$ cat src/rtl/halfLineTickPkg.sv
package halfLineTickPkg;
  typedef enum logic [1:0] {
    ST_IDLE  = 2'd0,
    ST_WAIT  = 2'd1,
    ST_FIRST = 2'd2,
    ST_SECOND = 2'd3
  } tickState_t;

  typedef struct packed {
    logic loadCfg;
    logic loadFirst;
    logic loadSecond;
    logic dec;
  } tickStrobe_t;
endpackage

$ cat src/rtl/halfLineTickDp.sv
module halfLineTickDp
  import halfLineTickPkg::*;
#(
  parameter int CountW     = 16,
  parameter int SyncStages = 2,
  parameter int FirstPad   = 8,
  parameter int SecondPad  = 10
) (
  input  logic              clk,
  input  logic              rstN,
  input  logic              hsync,
  input  logic              hsyncPosPol,
  input  logic [CountW-1:0] halfCount,
  input  tickStrobe_t       strobe,
  output logic              hsActive,
  output logic              cntZero
);
  localparam int CntW = CountW + 1;

  logic [SyncStages-1:0] syncChain;
  logic [CountW-1:0]     cfgReg;
  logic [CntW-1:0]       cnt;

  always_ff @(posedge clk) begin
    if (!rstN) syncChain <= '0;
    else       syncChain <= {syncChain[SyncStages-2:0], hsync};
  end

  assign hsActive = hsyncPosPol ? syncChain[SyncStages-1] : ~syncChain[SyncStages-1];

  always_ff @(posedge clk) begin
    if (!rstN)               cfgReg <= '0;
    else if (strobe.loadCfg) cfgReg <= halfCount;
  end

  always_ff @(posedge clk) begin
    if (!rstN)                  cnt <= '0;
    else if (strobe.loadFirst)  cnt <= {1'b0, cfgReg} + CntW'(FirstPad);
    else if (strobe.loadSecond) cnt <= {1'b0, cfgReg} + CntW'(SecondPad);
    else if (strobe.dec)        cnt <= cnt - 1'b1;
  end

  assign cntZero = (cnt == '0);

  AST_NO_UNDERFLOW: assert property (@(posedge clk) disable iff (!rstN)
    strobe.dec |-> !cntZero);
  AST_ONE_LOAD: assert property (@(posedge clk) disable iff (!rstN)
    $countones({strobe.loadFirst, strobe.loadSecond, strobe.dec}) <= 1);
endmodule

$ cat src/rtl/halfLineTickCtl.sv
module halfLineTickCtl
  import halfLineTickPkg::*;
(
  input  logic        clk,
  input  logic        rstN,
  input  logic        enable,
  input  logic        hsActive,
  input  logic        cntZero,
  output tickStrobe_t strobe,
  output logic        tick
);
  tickState_t state, stateNext;

  always_comb begin
    stateNext = state;
    strobe    = '0;
    strobe.loadCfg = !enable;
    if (!enable) begin
      stateNext = ST_IDLE;
    end else begin
      unique case (state)
        ST_IDLE: stateNext = ST_WAIT;
        ST_WAIT: if (hsActive) begin
          stateNext = ST_FIRST;
          strobe.loadFirst = 1'b1;
        end
        ST_FIRST: if (cntZero) begin
          stateNext = ST_SECOND;
          strobe.loadSecond = 1'b1;
        end else begin
          strobe.dec = 1'b1;
        end
        ST_SECOND: if (cntZero) stateNext = ST_WAIT;
                   else strobe.dec = 1'b1;
        default: stateNext = ST_IDLE;
      endcase
    end
  end

  always_ff @(posedge clk) begin
    if (!rstN) state <= ST_IDLE;
    else       state <= stateNext;
  end

  assign tick = ((state == ST_FIRST) || (state == ST_SECOND)) && cntZero;

  AST_TICK_SINGLE: assert property (@(posedge clk) disable iff (!rstN)
    tick |=> !tick);
  AST_STOP_ON_DISABLE: assert property (@(posedge clk) disable iff (!rstN)
    !enable |=> !tick);
  AST_FIRST_TO_SECOND: assert property (@(posedge clk) disable iff (!rstN)
    (enable && state == ST_FIRST && cntZero) |=> (state == ST_SECOND && !cntZero));
  AST_WAIT_FOR_SYNC: assert property (@(posedge clk) disable iff (!rstN)
    (enable && state == ST_WAIT && !hsActive) |=> state == ST_WAIT);
endmodule

$ cat src/rtl/halfLineTick.sv
module halfLineTick
  import halfLineTickPkg::*;
#(
  parameter int CountW     = 16,
  parameter int SyncStages = 2,
  parameter int Overhead   = 11
) (
  input  logic              clk,
  input  logic              rstN,
  input  logic              enable,
  input  logic              hsyncPosPol,
  input  logic              hsync,
  input  logic [CountW-1:0] halfCount,
  output logic              tick
);
  localparam int SecondPad = Overhead - 1;
  localparam int FirstPad  = Overhead - 1 - SyncStages;

  tickStrobe_t strobe;
  logic        hsActive;
  logic        cntZero;

  halfLineTickDp #(
    .CountW(CountW), .SyncStages(SyncStages),
    .FirstPad(FirstPad), .SecondPad(SecondPad)
  ) u_dp (
    .clk(clk), .rstN(rstN), .hsync(hsync), .hsyncPosPol(hsyncPosPol),
    .halfCount(halfCount), .strobe(strobe), .hsActive(hsActive), .cntZero(cntZero)
  );

  halfLineTickCtl u_ctl (
    .clk(clk), .rstN(rstN), .enable(enable), .hsActive(hsActive),
    .cntZero(cntZero), .strobe(strobe), .tick(tick)
  );

  AST_CFG_HELD: assert property (@(posedge clk) disable iff (!rstN)
    (enable && $past(enable)) |-> !strobe.loadCfg);
  AST_RESET_QUIET: assert property (@(posedge clk)
    !rstN |=> !tick);
endmodule

$ cat config.mk
export PLATFORM = sky130hd
export DESIGN_NAME = halfLineTick
export DESIGN_NICKNAME = d
export VERILOG_FILES = /design/src/rtl/halfLineTickPkg.sv /design/src/rtl/halfLineTickDp.sv /design/src/rtl/halfLineTickCtl.sv /design/src/rtl/halfLineTick.sv
export SDC_FILE = /design/constraint.sdc
export NUM_CORES = 1
export LEC_CHECK = 0
export BUFFER_PORTS_ARGS = -buffer_cell sky130_fd_sc_hd__buf_2
export CAP_MARGIN = 30
export CORE_ASPECT_RATIO = 2
export CORE_MARGIN = 5
export CORE_UTILIZATION = 60
export DETAILED_ROUTE_END_ITERATION = 10
export HOLD_SLACK_MARGIN = 0.08
export PLACE_DENSITY = 0.78
export SETUP_SLACK_MARGIN = 0.2
export SYNTH_ARGS = -nofsm -noshare
export SYNTH_HDL_FRONTEND = slang
export SYNTH_HIERARCHICAL = 1
export SYNTH_SLANG_ARGS = --single-unit
export TNS_END_PERCENT = 1
$ cat constraint.sdc
create_clock -name clk -period 5.2 [get_ports clk]
set_clock_uncertainty 0.1 [all_clocks]
set_input_delay 0.26 -clock clk [delete_from_list [all_inputs] [get_ports clk]]
set_output_delay 0.26 -clock clk [all_outputs]
set_load 0.05 [all_outputs]
Yosys cells after proc, flatten, opt, wreduce, memory -nomap -nowiden
Index checks and enable logic that the tools add are counted.
Widths: inputs -> output; s select.
{"block": "classes", "addsub": 3, "mul": 0, "div": 0, "n_lt_le_gt_ge": 0, "n_eq_ne": 6, "shift": 0, "n_mux": 15, "bitwise_logic": 1, "reduce_logical": 8}
{"op": "$mux 17", "count": 3}
{"op": "$add 16x4->17 const B", "count": 2}
{"op": "$logic_not 17->1", "count": 1}
{"op": "$sub 17x1->17 const B", "count": 1}
{"op": "$pmux 2 s4", "count": 1}
{"op": "$mux 1", "count": 7}
{"op": "$mux 2", "count": 3}
{"op": "$eq 2x2->1 const B", "count": 2}
{"op": "$ne 2x1->1 const B", "count": 2}
{"op": "$mux 3", "count": 1}
{"op": "$reduce_and 3->1", "count": 1}
{"op": "$reduce_bool 3->1", "count": 1}
{"op": "$eq 2x1->1 const B", "count": 1}
{"op": "$logic_not 2->1", "count": 1}
{"op": "$ne 2x2->1 const B", "count": 1}
{"op": "$reduce_and 2->1", "count": 1}
{"op": "$reduce_or 2->1", "count": 1}
{"op": "$logic_and 1x1->1", "count": 1}
{"op": "$logic_or 1x1->1", "count": 1}
{"op": "$not 1->1", "count": 1}
{"block": "totals", "reg_bits": 37, "latchBits": 0, "ram_bits": 0, "rom_bits": 0, "input_bits": 21, "word_cells": 37, "memories": 0}

Logic depth before layout (Yosys ltp)
{"block": "logic_depth", "ltp_word": 8, "mapped_depth": 14, "ltp_nobuf": 13}

Hierarchy
The synthesis kept the hierarchy.
{"module": "halfLineTickDp", "instances": 1, "cells_each": 276, "area_each_um2": 2225.9, "seq_area_each_um2": 700.7}
{"module": "halfLineTickCtl", "instances": 1, "cells_each": 22, "area_each_um2": 173.9, "seq_area_each_um2": 40.0}

Least setup slack after synthesis
Ideal clock, no wire load.
{"block": "synth_timing", "kind": "flip-flop to flip-flop", "from": "register u_dp.cnt[10]", "to": "register u_dp.cnt[10]", "setup_ps": 92, "arrival_ps": 3029, "required_ps": 5008, "setup_slack_ps": 1979, "path_stages_with_launch": 12, "n_path_buf": 1, "period_less_slack_ps": 3221, "cell_sequence": "dfxtp_1 or4_4 or3_4 or3_4 nor2_1 and3_2 clkbuf_1 nand2b_1 or3_1 o32ai_1 nor3_1 nor4_1"}
{"element": "start: declaration", "line_no": "halfLineTickDp.sv:22", "rtl": "logic [CntW-1:0] cnt;"}
{"element": "start signal: assignment", "line_no": "halfLineTickDp.sv:38", "rtl": "else if (strobe.loadFirst) cnt <= {1'b0, cfgReg} + CntW'(FirstPad);"}
{"element": "start signal: assignment", "line_no": "halfLineTickDp.sv:39", "rtl": "else if (strobe.loadSecond) cnt <= {1'b0, cfgReg} + CntW'(SecondPad);"}
{"element": "start signal: assignment", "line_no": "halfLineTickDp.sv:40", "rtl": "else if (strobe.dec) cnt <= cnt - 1'b1;"}

==> metrics.yaml <==
worst_slew_pin_slew_ns: 0.8216
status: "completed"
cts_tree: "built"
cp.arrival_ns: 3.55
relSlewSlack_pct: 45.16
synth_seq_cells: 37
power_density_nw_per_um2: 259.0
core_um2: 3884
dp_cells: 353
report.final.slew_viol_count: 0
drive_gt1_share_pct: 12.94
final.fill_count: 338
dp_hpwl_um: 4374
hp-class: "input port to flip-flop"
placed_cell_area_um2: 2505
post_cts_buffers: 0
yosysSeqAreaShare_pct: 30.87
timing.final.crit_share_pct: 66.60
regArea_um2: 740.7
antenna_found_initial: 0
synth_fp_nets: 326
cts_resized: 0
max_cap_violations: 0
fin_crit_ns: 3.463
cp-end-kind: "flip-flop"
htree_levels: 2
die_x_um: 54.72
layout.cells.non_filler: 360
ys_dominant_reg_cell: "dfxtp_1"
hold_viol_final: 0
syn_inst: 298
synth.avg_cell_area_um2: 8.053
multi_input_area_um2: 1554
io_buffers: 21
cts_buffers: 5
drt_first_iter_violations: 72
max_freq_mhz: 288.8
drc: 0
postLayoutCellArea_um2: 2589
syn2layout_area_growth_pct: 7.873
via_count: 2249
grt_pass1_vias: 2212
synth.area.top_cells: "dfxtp_1 31%, mux2i_1 7.5%, nor2_1 5.8%"
grt_max_degree: 25
grt_use_total_pct: 24.32
yosys_warnings: 6
reg2reg_slack_ns: 1.74
cts.sink_count: 37
clockBufferDepth: 2
via_per_inst: 6.247
synth_area_um2: 2400
post_drt_wl_per_cell_um: 16.36
crit_path_start_kind: "flip-flop"
synth-edff-count: 0
setup_viol_count_final: 0
dieArea_um2: 5441
clk_pin_slew_ns: 0.07
ios: 22
cp.required_ns: 5.29
gp_congestion: 0.9395
grt_pass1_wl_um: 10030
dieHeight_um: 99.44
clk_latency_ns: 0.28
cts_root_buffer: "clkbuf_8"
critPathMaxFanout: 18
drt_first_pass_iters: 4
overflow: 0
rows: 32
finalNetCount: 338
p_leak_nw: 1.030
synth-async-reset-ratio_pct: 0
wirelength_um: 5889
ctsHoldBuffers: 1
synth_largest_area_cell: "dfxtp_1"
synthTopCellsByCount: "37 x dfxtp_1, 37 x nor2_1, 18 x mux2i_1, 18 x nand2_1, 16 x clkbuf_1"
start_util_pct: 61.79
drtAntennaViolNets: 0
tns_ns: 0
rsz0062_at_grt: "false"
synth_top_area_share_pct: 30.87
vdd_ir_drop_max_v: 0.0002779
synth_cell_type_count: 48
worstSetupPathType: "flip-flop to flip-flop"
antenna_cells: 0
[cells in the final DEF, fill, tap and decap left out, types with 7 or more instances in the layout]
| cell | n |
|---|---|
| a21oi_1 | 9 |
| buf_2 | 21 |
| dfxtp_1 | 37 |
| ha_1 | 7 |
| inv_1 | 11 |
| mux2i_1 | 18 |
| nand2_1 | 18 |
| nand3_1 | 7 |
| nand4_1 | 8 |
| nor2_1 | 37 |
| nor3_1 | 7 |
| nor4_1 | 7 |
| o21ai_0 | 15 |
| xnor2_1 | 15 |
[through the flow]
step	total power, W	setup WS [ns]	hold WS [ns]	utilization [%]
4_1_cts	0.0006763	1.723	0.1140	66.66
5_1_grt	0.0007125	1.485	0.1352	66.66
3_3_place_gp	0.0004894	1.819	0.3285	64.50
2_1_floorplan	0.0004557	1.979	0.2873	-
6_report	0.0006705	1.737	0.1152	66.66
3_5_place_dp	0.0004925	1.734	0.3295	64.50
[kinds of logic (layout without fill, tap and decap cells)]
| group | Yosys count | in the layout | share of synthesized area (%) |
|---|---|---|---|
| AOI/OAI and AO/OA | 69 | 69 | 20.07 |
| xor gates and xnor gates | 20 | 20 | 7.299 |
| adders and majority gates | 7 | 7 | 3.649 |
| buffers and inverters | 28 | 39 | 4.380 |
| DFF | 37 | 37 | 30.87 |
| muxes | 18 | 18 | 7.508 |
| and+or+nand+nor | 119 | 119 | 26.23 |
[flip-flops by register name, summed over array words and instances (netlist names)]
signal          cells
u_dp/syncChain      2
u_dp/cfgReg        16
u_ctl/state         2
u_dp/cnt           17
[final cells by class]
| cell class | instances | area share [%] |
|---|---|---|
| timing repair buffer | 22 | 4.447 |
| tap | 51 | 2.465 |
| clock buffer | 5 | 2.658 |
| clock inverter | 1 | 0.1933 |
| inverter | 11 | 1.595 |
| sequential | 37 | 28.61 |
| multi-input combinational | 233 | 60.03 |
[per-layer routing]
metal	wire [um]	track usage [%]
met5	0	0
met4	164	11.71
met3	320	4.048
met2	3253	41.24
met1	2151	27.80
[final timing paths]
kind | startpoint | to | depth (start not counted)
max | u_dp/cnt[10]$_SDFFE_PN0P_ | u_dp/cnt[10]$_SDFFE_PN0P_ | 10
min | halfCount[0] | u_dp/cfgReg[0]$_SDFFE_PN0P_ | 3
max reg2reg | u_dp/cnt[10]$_SDFFE_PN0P_ | u_dp/cnt[10]$_SDFFE_PN0P_ | 10
min reg2reg | u_dp/syncChain[0]$_SDFF_PN0_ | u_dp/syncChain[1]$_SDFF_PN0_ | 1
[power breakdown]
part           internal, W  total [W]  leakage, nW  switching, W
Combinational    0.0000774   0.000161        0.688     0.0000841
Sequential        0.000302   0.000328        0.303     0.0000260
Clock            0.0000881   0.000181       0.0399     0.0000931
Total             0.000467   0.000670         1.03      0.000203
[critical path, stage by stage, from the launching register on]
cell and delay, ns:
dfxtp_1 0.34, or4_4 0.55, or3_4 0.35, or3_4 0.38
nor2_1 0.15, and3_2 0.40, nand2b_1 0.22, or3_1 0.38
o32ai_1 0.19, nor3_1 0.08, nor4_1 0.24
(Power assumes the default switching activity.)
